**src/rtl/can_acf_pkg.sv**
```systemverilog
package can_acf_pkg;
  typedef enum logic [1:0] {
    ACF_BY_FILTER = 2'b00,
    ACF_STD_ONLY  = 2'b01,
    ACF_EXT_ONLY  = 2'b10,
    ACF_TAKE_ALL  = 2'b11
  } acf_mode_e;
endpackage

```
**src/rtl/acf_filter_cmp.sv**
```systemverilog
module acf_filter_cmp
  import can_acf_pkg::*;
#(
  parameter int ID_W  = 29,
  parameter int STD_W = 11
) (
  input  logic [ID_W-1:0] frame_id,
  input  logic            frame_ide,
  input  logic [ID_W-1:0] filt_id,
  input  logic            filt_ext,
  input  logic [ID_W-1:0] mask,
  input  logic [1:0]      mode,
  output logic            hit
);
  localparam logic [ID_W-1:0] STD_SEL = {{(ID_W-STD_W){1'b0}}, {STD_W{1'b1}}};

  logic [ID_W-1:0] eff_mask;
  logic            id_eq;
  logic            kind_ok;

  always_comb begin
    eff_mask = frame_ide ? mask : (mask & STD_SEL);
    id_eq    = ((frame_id ^ filt_id) & eff_mask) == '0;
    unique case (acf_mode_e'(mode))
      ACF_BY_FILTER: kind_ok = (filt_ext == frame_ide);
      ACF_STD_ONLY:  kind_ok = ~frame_ide;
      ACF_EXT_ONLY:  kind_ok = frame_ide;
      default:       kind_ok = 1'b1;
    endcase
    hit = (acf_mode_e'(mode) == ACF_TAKE_ALL) | (kind_ok & id_eq);
  end
endmodule

```
**src/rtl/acf_prio_pick.sv**
```systemverilog
module acf_prio_pick #(
  parameter int N     = 2,
  parameter int IDX_W = 3,
  parameter int BASE  = 0
) (
  input  logic [N-1:0]     hits,
  output logic             any,
  output logic [IDX_W-1:0] idx
);
  always_comb begin
    any = |hits;
    idx = '0;
    for (int i = N - 1; i >= 0; i--) begin
      if (hits[i]) idx = IDX_W'(BASE + i);
    end
  end
endmodule

```
**src/rtl/can_accept_filter.sv**
```systemverilog
module can_accept_filter #(
  parameter int ID_W     = 29,
  parameter int STD_W    = 11,
  parameter int NUM_FLT  = 6,
  parameter int GRP0_FLT = 2,
  parameter int IDX_W    = $clog2(NUM_FLT)
) (
  input  logic                    clk,
  input  logic                    rst_n,
  input  logic                    frm_valid_i,
  input  logic [ID_W-1:0]         frm_id_i,
  input  logic                    frm_ide_i,
  input  logic [NUM_FLT*ID_W-1:0] flt_id_i,
  input  logic [NUM_FLT-1:0]      flt_ext_i,
  input  logic [ID_W-1:0]         msk0_i,
  input  logic [ID_W-1:0]         msk1_i,
  input  logic [1:0]              mode0_i,
  input  logic [1:0]              mode1_i,
  output logic                    dec_valid_o,
  output logic                    accept_o,
  output logic                    buf_sel_o,
  output logic [IDX_W-1:0]        filt_idx_o
);
  localparam int GRP1_FLT = NUM_FLT - GRP0_FLT;

  logic [NUM_FLT-1:0] flt_hit;
  logic               any0, any1;
  logic [IDX_W-1:0]   idx0, idx1;

  logic               nxt_accept;
  logic               nxt_buf;
  logic [IDX_W-1:0]   nxt_idx;

  for (genvar k = 0; k < NUM_FLT; k++) begin : g_flt
    acf_filter_cmp #(.ID_W(ID_W), .STD_W(STD_W)) u_cmp (
      .frame_id (frm_id_i),
      .frame_ide(frm_ide_i),
      .filt_id  (flt_id_i[k*ID_W +: ID_W]),
      .filt_ext (flt_ext_i[k]),
      .mask     ((k < GRP0_FLT) ? msk0_i : msk1_i),
      .mode     ((k < GRP0_FLT) ? mode0_i : mode1_i),
      .hit      (flt_hit[k])
    );
  end

  acf_prio_pick #(.N(GRP0_FLT), .IDX_W(IDX_W), .BASE(0)) u_pick0 (
    .hits(flt_hit[GRP0_FLT-1:0]),
    .any (any0),
    .idx (idx0)
  );

  acf_prio_pick #(.N(GRP1_FLT), .IDX_W(IDX_W), .BASE(GRP0_FLT)) u_pick1 (
    .hits(flt_hit[NUM_FLT-1:GRP0_FLT]),
    .any (any1),
    .idx (idx1)
  );

  always_comb begin
    nxt_accept = frm_valid_i & (any0 | any1);
    nxt_buf    = ~any0 & any1;
    if (any0)      nxt_idx = idx0;
    else if (any1) nxt_idx = idx1;
    else           nxt_idx = '0;
  end

  always_ff @(posedge clk or negedge rst_n) begin
    if (!rst_n) begin
      dec_valid_o <= 1'b0;
      accept_o    <= 1'b0;
      buf_sel_o   <= 1'b0;
      filt_idx_o  <= '0;
    end else begin
      dec_valid_o <= frm_valid_i;
      accept_o    <= nxt_accept;
      if (frm_valid_i) begin
        buf_sel_o  <= nxt_buf;
        filt_idx_o <= nxt_idx;
      end
    end
  end
endmodule

```
**config.mk**
```make
export PLATFORM = sky130hd
export DESIGN_NAME = can_accept_filter
export DESIGN_NICKNAME = d
export VERILOG_FILES = /design/src/rtl/can_acf_pkg.sv /design/src/rtl/acf_filter_cmp.sv /design/src/rtl/acf_prio_pick.sv /design/src/rtl/can_accept_filter.sv
export SDC_FILE = /design/constraint.sdc
export NUM_CORES = 1
export LEC_CHECK = 0
export BUFFER_PORTS_ARGS = -buffer_cell sky130_fd_sc_hd__buf_4
export CORE_ASPECT_RATIO = 1.2
export CORE_MARGIN = 8
export CORE_UTILIZATION = 35
export CTS_CLUSTER_SIZE = 28
export DETAILED_ROUTE_END_ITERATION = 12
export GPL_TIMING_DRIVEN = 0
export HOLD_SLACK_MARGIN = 0.05
export PLACE_DENSITY = 0.79
export SYNTH_ARGS = -nofsm -noshare
export SYNTH_HDL_FRONTEND = slang
export SYNTH_SLANG_ARGS = --single-unit
export TNS_END_PERCENT = 10
```
**constraint.sdc**
```tcl
create_clock -name clk -period 0.8 [get_ports clk]
set_input_delay 0.16 -clock clk [delete_from_list [all_inputs] [get_ports clk]]
set_output_delay 0.16 -clock clk [all_outputs]
set_load 0.05 [all_outputs]
```
After elaboration in Yosys (flattened, before gate mapping)

Cells that the tools add are included.

$add $sub $neg: 0
Multipliers: 0
Divide/modulo/power cells: 0
$lt $le $gt $ge: 0
Eq/ne operators: 12
Shift-type cells: 0
Multiplexer cells: 16
Bitwise operators: 29
Reduce and logical (&&, ||, !) cells: 10

Operator list:

| cell                                           | number |
|---|---|
| bitwise AND 29 bit                             | 6 |
| logical NOT 29 bit                             | 6 |
| bitwise XOR 29 bit                             | 6 |
| 2-to-1 mux 29 bit                              | 2 |
| 2-to-1 mux 3 bit                               | 6 |
| case mux 1 bit (3 select lines)                | 6 |
| bitwise AND 1 bit                              | 8 |
| == test 2 bit (second input constant)          | 4 |
| bitwise OR 1 bit                               | 7 |
| == test 1 bit                                  | 6 |
| == test 2 x 1 -> 1 bit (second input constant) | 2 |
| logical NOT 2 bit                              | 2 |
| OR reduction 4 bit                             | 1 |
| 2-to-1 mux 1 bit                               | 2 |
| NOT 1 bit                                      | 2 |
| OR reduction 2 bit                             | 1 |

Flip-flop bits (word level): 6
Bits in latches: 0
Bits in writable memories: 0
Memory bits (read-only): 0
Bits of input ports: 275
Output and inout port bits: 6
Logic and storage cells: 71
Memories kept: 0

Depth between registers and ports, before layout

Gate-level depths: netlist (run 1).

Depth in word-level cells: 11
Depth in mapped cells: 10
Mapped depth without buffers: 7

Hierarchy

A second synthesis (run 1) with hierarchy kept.

Cell total of the unflattened synthesis: 359
Area total of the unflattened synthesis: 2931.6 µm²

By module, submodules not included:

| module                  | instances | cells an instance | area an instance (µm²) | seq. area each (µm²) |
|---|---|---|---|---|
| acf_filter_cmp          | 6         | 54                | 435.4                  | 0.0 |
| can_accept_filter       | 1         | 23                | 242.7                  | 150.1 |
| acf_prio_pick (u_pick1) | 1         | 7                 | 45.0                   | 0.0 |
| acf_prio_pick (u_pick0) | 1         | 5                 | 31.3                   | 0.0 |

Worst setup path before layout (run 1)

No wires, ideal clock.

Path type: input-to-reg
Start point: input frm_id_i[26]
End point: register accept_o
Setup time: 0.088 ns
Arrival: 2.077 ns
Data required time: 0.712 ns
Slack: -1.366 ns
Stages on the path: 8
Path buffers: 1
Cell sequence: clkbuf_1 xnor2_1 o22ai_1 or4_1 or4_4 o211ai_2 and4b_1 a41oi_1

Cells in the longest elaborated chain, start to end: 8
Elaborated cells on any way between the ends: 34
Those cells by class: 26 x bitwise; 8 x reduce/logical

RTL lines:

| item                                                     | line                    | text |
|---|---|---|
| start: declaration                                       | can_accept_filter.sv:11 | `input logic [ID_W-1:0] frm_id_i,` |
| bitwise XOR 29 bit                                       | acf_filter_cmp.sv:23    | `id_eq = ((frame_id ^ filt_id) & eff_mask) == '0;` |
| bitwise AND 29 bit                                       | acf_filter_cmp.sv:23    |  |
| logical NOT 29 bit                                       | acf_filter_cmp.sv:23    |  |
| bitwise AND 1 bit                                        | acf_filter_cmp.sv:30    | `hit = (acf_mode_e'(mode) == ACF_TAKE_ALL) \| (kind_ok & id_eq);` |
| bitwise OR 1 bit                                         | acf_filter_cmp.sv:30    |  |
| OR reduction 4 bit or OR reduction 2 bit (tied branches) | acf_prio_pick.sv:11     | `any = \|hits;` |
| bitwise OR 1 bit (*)                                     | can_accept_filter.sv:59 | `nxt_accept = frm_valid_i & (any0 \| any1);` |
| bitwise AND 1 bit (*)                                    | can_accept_filter.sv:59 |  |
| net nxt_accept                                           | can_accept_filter.sv:30 | `logic nxt_accept;` |
| end signal: assignment                                   | can_accept_filter.sv:74 | `accept_o <= nxt_accept;` |
| end: declaration                                         | can_accept_filter.sv:20 | `output logic accept_o,` |

The timed path passes the listed nets; every way through them passes the cells marked *.
A chain may end at the register's enable or synchronous reset.

Final worst setup path (run 1)

Start point: input frm_id_i[17]
End point: register buf_sel_o

Cells in the longest elaborated chain, start to end: 8
Elaborated cells on any way between the ends: 34
Those cells by class: 26 x bitwise; 8 x reduce/logical

RTL lines:

| item                   | line                    | text |
|---|---|---|
| bitwise XOR 29 bit     | acf_filter_cmp.sv:23    |  |
| bitwise AND 29 bit     | acf_filter_cmp.sv:23    |  |
| logical NOT 29 bit     | acf_filter_cmp.sv:23    |  |
| bitwise AND 1 bit      | acf_filter_cmp.sv:30    |  |
| bitwise OR 1 bit       | acf_filter_cmp.sv:30    |  |
| OR reduction 2 bit     | acf_prio_pick.sv:11     |  |
| NOT 1 bit              | can_accept_filter.sv:60 | `nxt_buf = ~any0 & any1;` |
| bitwise AND 1 bit (*)  | can_accept_filter.sv:60 |  |
| end signal: assignment | can_accept_filter.sv:76 | `buf_sel_o <= nxt_buf;` |
| end: declaration       | can_accept_filter.sv:21 | `output logic buf_sel_o,` |

Mark *: on every way between the ends. The rest lies on a longest branch, timed or not.

==> results of run 1 <==
[cell usage after synthesis, drive strengths merged (5+ instances only)]
library cell | instances | area, um2
buf | 17 | 108
nand2 | 21 | 81.3
o22ai | 13 | 81.3
a22o | 5 | 43.8
o2bb2ai | 6 | 52.6
nand4 | 9 | 56.3
nor2 | 11 | 41.3
a32oi | 11 | 96.3
a22oi | 35 | 263
clkbuf | 18 | 67.6
a21oi | 8 | 40.0
dfrtp | 6 | 150
xor2 | 132 | 1160
xnor2 | 42 | 368
a211oi | 5 | 37.5
[per-layer routing]
metal	routed length [um]	part of all wire, %	global-route usage [%]
met4	591	3.2	10.5
met1	6410	35	30.2
met3	1970	11	8.28
met5	0	0	0
met2	9240	51	51.0
[flip-flops by register name, indices dropped and copies added, names as in the netlist]
name,count
accept_o,1
dec_valid_o,1
buf_sel_o,1
filt_idx_o,3
[repair_timing]
action / in CTS / in global routing
endpoints found under the setup margin: 11 / 11
endpoints found under the hold margin: 6 / 0
cloned: 0 / 0
pin swaps: 7 / 5
resized for setup: 23 / 19
setup buffers: 5 / 2
hold buffers: 1 / 0
[per-stage QoR]
stage / setup TNS, ps / cell area [um2] / util, %
floorplan: -6120 / 3100 / -
finish: -7020 / 5350 / 62.5
global route: -7400 / 5350 / 62.5
global placement: -8290 / 5120 / 59.7
detailed placement: -8230 / 5120 / 59.7
CTS: -6990 / 5280 / 61.6
[layout make-up]
class | count | area [um2] | share of cell area [%]
inverter | 4 | 15.0 | 0.280
buffer | 35 | 230 | 4.30
tap | 117 | 146 | 2.73
sequential | 6 | 150 | 2.80
multi-input combinational | 354 | 2820 | 52.6
clock buffer | 3 | 41.3 | 0.771
timing repair buffer | 257 | 1950 | 36.5
[worst paths after layout]
| kind | from | endpoint | slack [ps] | depth (start not counted) |
|---|---|---|---|---|
| setup / recovery | frm_id_i[17] | buf_sel_o | -1300 | 8 |
| hold / removal | frm_valid_i | dec_valid_o | 90 | 1 |
| setup reg to reg | filt_idx_o[0] | filt_idx_o[0] | -80 | 3 |
| hold reg to reg | buf_sel_o | buf_sel_o | 520 | 1 |
| max in group asynchronous | rst_n | filt_idx_o[2] | 390 | 2 |
| min in group asynchronous | rst_n | dec_valid_o | 290 | 2 |
[power by group]
| part | leakage [nW] | internal, mW | switching (mW) | total [mW] |
|---|---|---|---|---|
| combinational | 2.43 | 1.68 | 1.46 | 3.14 |
| sequential | 0.0766 | 0.330 | 0.0176 | 0.347 |
| clock | 0.0216 | 0.324 | 0.136 | 0.460 |
| total | 2.53 | 2.33 | 1.62 | 3.95 |
[kinds of logic after synthesis]
group           count (synthesis)
compound gates                113
xor+xnor                      174
buf+inv                        39
flops                           6
simple gates                   67
==> results.ini, run 1 <==
[outcome]
status=finished with violations
violations=setup timing

[power]
ir_drop_mv=0.516
p_per_area_nw_per_um2=738
p_leak_nw=2.53
p_total_mw=3.95

[worst_setup_path]
slowest_stage=or4_4
path_cells=buf_2, xnor2_1, o22ai_1, or4_1, or4_4, o211ai_4, and4b_2, o2bb2ai_1
crit_path_start_kind=input pin
setup.worst_path.class=input pin to register
path_buf_inv=1
worstSetupEndpointType=register
cp_top_family=simple AND/OR/NAND/NOR gates
max_stage_delay_ps=560
critPathMaxFanout=6
required_ps=950
cp.arrival_ps=2250

[synthesis]
synth_fa_ha_area_share_pct=0
synthCells=399
synth-seq-area-share_pct=4.87
synth_fp_nets=674
avgSynthCellArea_um2=7.72
synth-edff-count=0
ys_warn_count=0
synth_simple_gate_area_share_pct=11.3
synthMuxAreaShare_pct=0
ys_ff_latch=6
synth-compound-area-share_pct=28.2
synth_top_family_by_area=XOR/XNOR gates
synthArstFlopShare_pct=100
synthFlopType=dfrtp_1
synthDistinctLibCells=45
synth-xor-area-share_pct=49.5
synth_area_um2=3080

[finish]
final_common_cell=buf_4
diodes=0
num-nets-final=936
final_cell_mix=buf_4, xor2_1, xnor2_1, a22oi_1, nand2_1
synthToLayoutAreaGrowth_pct=73.7
nFillCells=777
finalNonFillerCells=776
layout-drive-gt1-share_pct=46.9

[floorplan]
die_h_um=119
core_um2=8560
start_util_pct=36.0
die_w_um=102
num_io_pins=281
rows=37
die_area_um2=12100

[min_path]
holdCritPathClass=input pin to register

[route]
drt-wirelength-per-cell_um=23.5
via_count=4229
drtAntennaViolNets=0
drc=0
viasPerCell=5.45
wirelength_mm=18.2
firstDrtPassIters=4
drt_iter0_drc=233

[placement]
pre_cts_ws_ps=-1700
hpwl_mm=15.8
io_buffers=249
gp_congestion=0.959
dp.cells=765

[sta]
setup_viol=11
period_minus_slack_ps=2100
worst_pin_slew_ps=514
rsz0062_at_grt=true
slew_headroom_pct=65.7
skew_ps=0
worst_slack_ps=-1300
drv_slew=0
finalCritPeriodShare_pct=263
hold_slack_ps=86.2
fmax_mhz=476
hold_viol=0

[clock_network]
clock_latency_ps=230
clk_pin_slew_worst_paths_ps=40
clockBufferDepth=2
cts_buffers=3
cts_tree=done
cts_root_buf=clkbuf_8
h-tree-depth=1
numClockSinks=6

[global_routing]
grt_pass1_vias=4745
grt-ovfl-total=0
grt_max_degree=11
antenna_found_initial=0
grt_usage_pct=28.5
grt_pass1_wl_mm=26.2

[flow_run]
maxCapViolations=0

No activity file was read; power rests on OpenSTA's default activity.
==> run 2: changes to the inputs <==
Settings changed: CORE_ASPECT_RATIO 1.2 to default, CORE_UTILIZATION 35 to 34, SKIP_LAST_GASP from default to 1, SYNTH_HIERARCHICAL from default to 1.
==> run 2 against run 1 <==
The run still ends with setup timing left. Area after synthesis decreased by 4.9%. Setup slack improved by 320 ps. Global-route usage down 5.9 points. First-iteration DRC count shrank 48%. Power fell by 1.1%.
==> results.ini, run 2 <==
[synthesis]
synth_area_leaders=xor2_1, a22oi_1, dfrtp_1, a32oi_1, a2111oi_2
synthArstFlopShare_pct=100  ; unchanged
synth-compound-area-share_pct=30.4  ; +2.2 points
synthDistinctLibCells=27  ; -40%
synth_commonest_cells=xor2_1, a22oi_1, nand2_1
synth-edff-count=0  ; unchanged
synthMuxAreaShare_pct=0  ; unchanged
ys_ff_latch=6  ; unchanged
yosysMostFrequentCell=xor2_1
synth_simple_gate_area_share_pct=10.6  ; -0.66 points
synth_fa_ha_area_share_pct=0  ; unchanged
synth-xor-area-share_pct=52.0  ; +2.5 points
synth_top_family_by_area=XOR/XNOR gates
avgSynthCellArea_um2=8.17  ; +5.7%
synthCells=359  ; -10%
synth-seq-area-share_pct=5.12  ; +0.25 points
synth_top_area_share_pct=52.0  ; +14 points
synthFlopType=dfrtp_1
synth_top_area_cell=xor2_1
ys_warn_count=6  ; +6
synth_area_um2=2930  ; -4.9%

[sta]
hold_viol=0  ; unchanged
rsz0062_at_grt=true
tns_ps=-5530  ; +1490 ps
worst_pin_slew_ps=600  ; +85.9 ps
period_minus_slack_ps=1780  ; -321 ps
setup_viol=11  ; unchanged
finalCritPeriodShare_pct=222  ; -40 points
slew_headroom_pct=60.0  ; -5.7 points
fmax_mhz=562  ; +18%
worst_slack_ps=-979  ; +321 ps
skew_ps=0  ; unchanged
drv_slew=0  ; unchanged

[worst_setup_path]
crit_path_start_kind=input pin
setup.worst_path.class=input pin to register
required_ps=890  ; -60 ps
worstSetupEndpointType=register
critPathMaxFanout=8  ; +2
cp.arrival_ps=1870  ; -380 ps

[route]
drtAntennaViolNets=0  ; unchanged
drt_iter0_drc=120  ; -48%
firstDrtPassIters=4  ; unchanged
wirelength_mm=14.2  ; -22%
drc=0  ; unchanged
via_count=3873  ; -8.4%
drt-wirelength-per-cell_um=18.8  ; -20%
viasPerCell=5.14  ; -5.6%

[floorplan]
die_area_um2=11800  ; -1.9%
start_util_pct=34.3  ; -1.7 points
rows=34  ; -8.1%
die_h_um=109  ; -8.4%
die_w_um=109  ; +7.1%
num_io_pins=281  ; unchanged
core_um2=8550  ; -0.16%

[power]
p_total_mw=3.91  ; -1.1%
ir_drop_mv=0.335  ; -35%
p_per_area_nw_per_um2=730  ; -1.1%
p_leak_nw=2.61  ; +3.0%

[min_path]
holdCritPathClass=input pin to register

[finish]
final_cell_mix=buf_4, xor2_1, a22oi_1, nand2_1
largest_reg_flops=3  ; unchanged
final_common_cell=buf_4
largest_register=filt_idx_o
layout-drive-gt1-share_pct=47.1  ; +0.24 points
diodes=0  ; unchanged
finalNonFillerCells=753  ; -3.0%
num-nets-final=922  ; -1.5%
nFillCells=738  ; -5.0%
synthToLayoutAreaGrowth_pct=82.5

[clock_network]
clockBufferDepth=2  ; unchanged
h-tree-depth=1  ; unchanged
numClockSinks=6  ; unchanged
clk_pin_slew_worst_paths_ps=30  ; about the same
cts_tree=done
clock_latency_ps=220  ; about the same
cts_buffers=3  ; unchanged
cts_root_buf=clkbuf_8

[flow_run]
maxCapViolations=0  ; unchanged

[placement]
hpwl_mm=13.0  ; -18%
gp_congestion=0.932  ; -2.8%
dp.cells=748  ; -2.2%
io_buffers=280  ; +12%

[global_routing]
grt_pass1_vias=4388  ; -7.5%
antenna_found_initial=0  ; unchanged
grt-ovfl-total=0  ; unchanged
grt_pass1_wl_mm=21.4  ; -18%
grt_usage_pct=22.5  ; -5.9 points
grt_max_degree=25  ; +14

[outcome]
status=finished with violations
violations=setup timing

## run 2: cell count changes in the layout (fill, tap and decap cells not counted), moves of 6 or more
cell and delta:
a22oi_1 +22, buf_6 -6, buf_4 +24, o22ai_1 -13, xnor2_1 -40, xor2_1 +42, buf_2 -6, clkbuf_2 -11
o2bb2ai_1 -6, nor2b_1 +6, a21oi_1 -7
## run 2: repair_timing
item	CTS	global route
endpoints found under the hold margin	6	0
pin swaps	18	20
buffers inserted	1	0
hold buffers	1	0
endpoints found under the setup margin	11	11
gates resized for setup	10	8
gates cloned	0	0
## run 2: layer usage
layer | vias to the layer above | part of all wire [%] | GRT usage [%]
li1 | 1921 | - | -
met1 | 1766 | 37 | 25.5
met2 | 169 | 53 | 41.6
met3 | 17 | 8.3 | 5.56
met4 | 0 | 1.7 | 4.69
met5 | - | 0 | 0
## run 2: through the flow
stage / hold slack, ps / cell area, um2 / util, % / worst slack (ps)
after floorplan: -136 / 2940 / - / -780
after CTS: 58.3 / 5290 / 61.9 / -978
after global routing: 58.3 / 5350 / 62.6 / -1070
after global placement: -32.2 / 5170 / 60.5 / -1380
after detailed placement: -29.4 / 5170 / 60.5 / -1380
final: 61.7 / 5350 / 62.6 / -979
## run 2: cell type report
class                           count  area, um2  share of cell area [%]
Clock buffer                        3       41.3                   0.772
Multi-Input combinational cell    343       2840                    53.1
Sequential cell                     6        150                    2.81
Tap cell                          108        135                    2.53
Timing Repair Buffer              282       2130                    39.9
Inverter                            8       30.0                   0.561
Buffer                              3       20.0                   0.374
## run 2: cells by family after synthesis
logic type,Yosys count
AO/OA/AOI/OAI,108
XOR/XNOR,174
buffers and inverters,11
flip-flops,6
other,1
AND/OR/NAND/NOR,59
## run 2: path summary, 6_finish.rpt
check                           endpoint          start  slack [ps]  depth (start not counted)
setup / recovery           filt_idx_o[2]   flt_id_i[44]        -980                          9
hold / removal               dec_valid_o    frm_valid_i          60                          1
setup reg to reg           filt_idx_o[2]  filt_idx_o[2]         160                          2
hold reg to reg                buf_sel_o      buf_sel_o         540                          2
max in group asynchronous    dec_valid_o          rst_n         400                          2
min in group asynchronous      buf_sel_o          rst_n         290                          2
## run 2: report_power, final
part / leakage [nW] / internal [mW] / total [mW] / switching, mW
sequential: 0.0717 / 0.339 / 0.357 / 0.0179
combinational: 2.51 / 1.66 / 3.11 / 1.45
clock: 0.0216 / 0.322 / 0.444 / 0.121
## run 2: worst max-delay path: stages
cell	delay [ps]
buf_4	110
xor2_1	150
a222oi_1	570
inv_1	140
o31ai_2	210
a22o_1	180
or2_4	160
nand3b_1	110
a31oi_1	80
==> run 3: changes to the inputs <==
Settings changed: PLACE_DENSITY 0.79 to default, PLACE_DENSITY_LB_ADDON from default to 0.15.
==> run 3 against run 2 <==
Critical path type unchanged. Clock power is 2% lower. Die area unchanged. Sequential power about the same. Largest power group unchanged. The flow still finishes with violations (setup timing). Fmax is 1.3% higher.
==> results.ini, run 3 (synthesis gave the netlist of run 2 again) <==
[outcome]
status=finished with violations
violations=setup timing

[global_routing]
grt_pass1_vias=4339  ; -1.1%
grt_usage_pct=22.0  ; -0.50 points
grt_max_degree=25  ; unchanged
grt-ovfl-total=0  ; unchanged
grt_pass1_wl_mm=20.9  ; -2.5%
antenna_found_initial=0  ; unchanged

[route]
viasPerCell=5.16  ; +0.28%
via_count=3889  ; +0.41%
wirelength_mm=14.2  ; +0.27%
drc=0  ; unchanged
drt_iter0_drc=136  ; +13%
drt-wirelength-per-cell_um=18.9  ; +0.13%
firstDrtPassIters=4  ; unchanged
drtAntennaViolNets=0  ; unchanged

[sta]
period_minus_slack_ps=1760  ; -22.9 ps
finalCritPeriodShare_pct=219  ; -2.9 points
fmax_mhz=570  ; +1.3%
tns_ps=-5300  ; +233 ps
hold_viol=0  ; unchanged
skew_ps=0  ; unchanged
drv_slew=0  ; unchanged
rsz0062_at_grt=true
setup_viol=11  ; unchanged
worst_slack_ps=-956  ; +22.9 ps

[floorplan]
die_w_um=109  ; unchanged
start_util_pct=34.3  ; unchanged
rows=34  ; unchanged
die_area_um2=11800  ; unchanged
num_io_pins=281  ; unchanged
die_h_um=109  ; unchanged
core_um2=8550  ; unchanged

[clock_network]
cts_tree=done
cts_root_buf=clkbuf_8
clockBufferDepth=2  ; unchanged
clk_pin_slew_worst_paths_ps=30  ; about the same
clock_latency_ps=210  ; about the same
h-tree-depth=1  ; unchanged
numClockSinks=6  ; unchanged
cts_buffers=3  ; unchanged

[worst_setup_path]
critPathMaxFanout=6  ; -2
crit_path_start_kind=input pin
required_ps=940  ; +50 ps
setup.worst_path.class=input pin to register
worstSetupEndpointType=register
cp.arrival_ps=1890  ; +20 ps

[power]
p_per_area_nw_per_um2=724  ; -0.80%
ir_drop_mv=0.449  ; +34%
p_leak_nw=2.60  ; -0.12%
p_total_mw=3.83  ; -1.9%

[placement]
io_buffers=280  ; unchanged
dp.cells=748  ; unchanged
hpwl_mm=12.9  ; -0.61%
gp_congestion=0.821  ; -12%
pre_cts_ws_ps=-1260  ; +123 ps

[min_path]
holdCritPathClass=input pin to register

[finish]
nFillCells=793  ; +7.5%
final_common_cell=buf_4
diodes=0  ; unchanged
layout-drive-gt1-share_pct=47.1  ; -0.073 points
final_cell_mix=buf_4, xor2_1, a22oi_1, nand2_1
finalNonFillerCells=754  ; +0.13%
largest_reg_flops=3  ; unchanged
synthToLayoutAreaGrowth_pct=80.5
largest_register=filt_idx_o
fin_util_pct=61.9  ; -0.69 points
num-nets-final=923  ; +0.11%

[flow_run]
maxCapViolations=0  ; unchanged

run 3: changes by cell type in the layout (fill, tap and decap cells not counted):
cell and change:
buf_4 +3, o31ai_1 +2, buf_8 -1, a22oi_1 -1, a2111oi_2 +4, o31ai_2 -2, buf_6 -1, a22oi_2 +1
a2111oi_4 -4
run 3: cell type report:
| cell class | instances | area [um2] | area share, % |
|---|---|---|---|
| timing repair buffer | 283 | 2130 | 40.3 |
| buffer | 3 | 20.0 | 0.378 |
| sequential | 6 | 150 | 2.84 |
| tap | 108 | 135 | 2.55 |
| clock buffer | 3 | 41.3 | 0.780 |
| inverter | 8 | 30.0 | 0.567 |
| multi-input combinational | 343 | 2790 | 52.6 |
run 3: per-layer routing:
metal	up-vias	part of all wire [%]	track usage (%)
li1	1922	-	-
met2	162	52	41.0
met3	22	8.6	6.68
met4	0	2.1	5.96
met1	1783	37	23.4
met5	-	0	0
run 3: worst paths after layout:
kind | startpoint | end | slack [ps] | cells after the start
max in group asynchronous | rst_n | accept_o | 400 | 2
min in group asynchronous | rst_n | filt_idx_o[0] | 280 | 2
worst max-delay path | frm_id_i[20] | filt_idx_o[0] | -960 | 10
worst max register to register | filt_idx_o[0] | filt_idx_o[0] | 170 | 2
worst min-delay path | frm_valid_i | dec_valid_o | 60 | 1
worst min register to register | buf_sel_o | buf_sel_o | 520 | 2
run 3: worst max-delay path, stage by stage:
cell,delay (ps)
buf_4,150
xor2_1,140
a22oi_1,280
nand4_1,160
o31ai_2,310
a22o_1,190
nand2b_1,60
a21oi_1,190
nand3b_1,90
a31oi_1,160
run 3: per-stage QoR:
stage | area [um2] | hold slack (ps)
5_1_grt | 5290 | 60.4
6_report | 5290 | 59.1
4_1_cts | 5260 | 56.2
3_5_place_dp | 5170 | -31.2
2_1_floorplan | 2940 | -136
3_3_place_gp | 5170 | -31.8
run 3: what timing repair did:
action                                  in CTS  in global routing
pin swaps                                    8                  5
endpoints found under the setup margin      11                 11
endpoints found under the hold margin        6                  0
hold buffers                                 1                  0
buffers inserted                             2                  0
gates cloned                                 0                  0
resized for setup                            4                  6
run 3: report_power, final:
part | switching, mW | internal [mW] | total [mW]
sequential | 0.0155 | 0.339 | 0.354
clock | 0.111 | 0.322 | 0.433
combinational | 1.40 | 1.65 | 3.04
total | 1.53 | 2.31 | 3.83
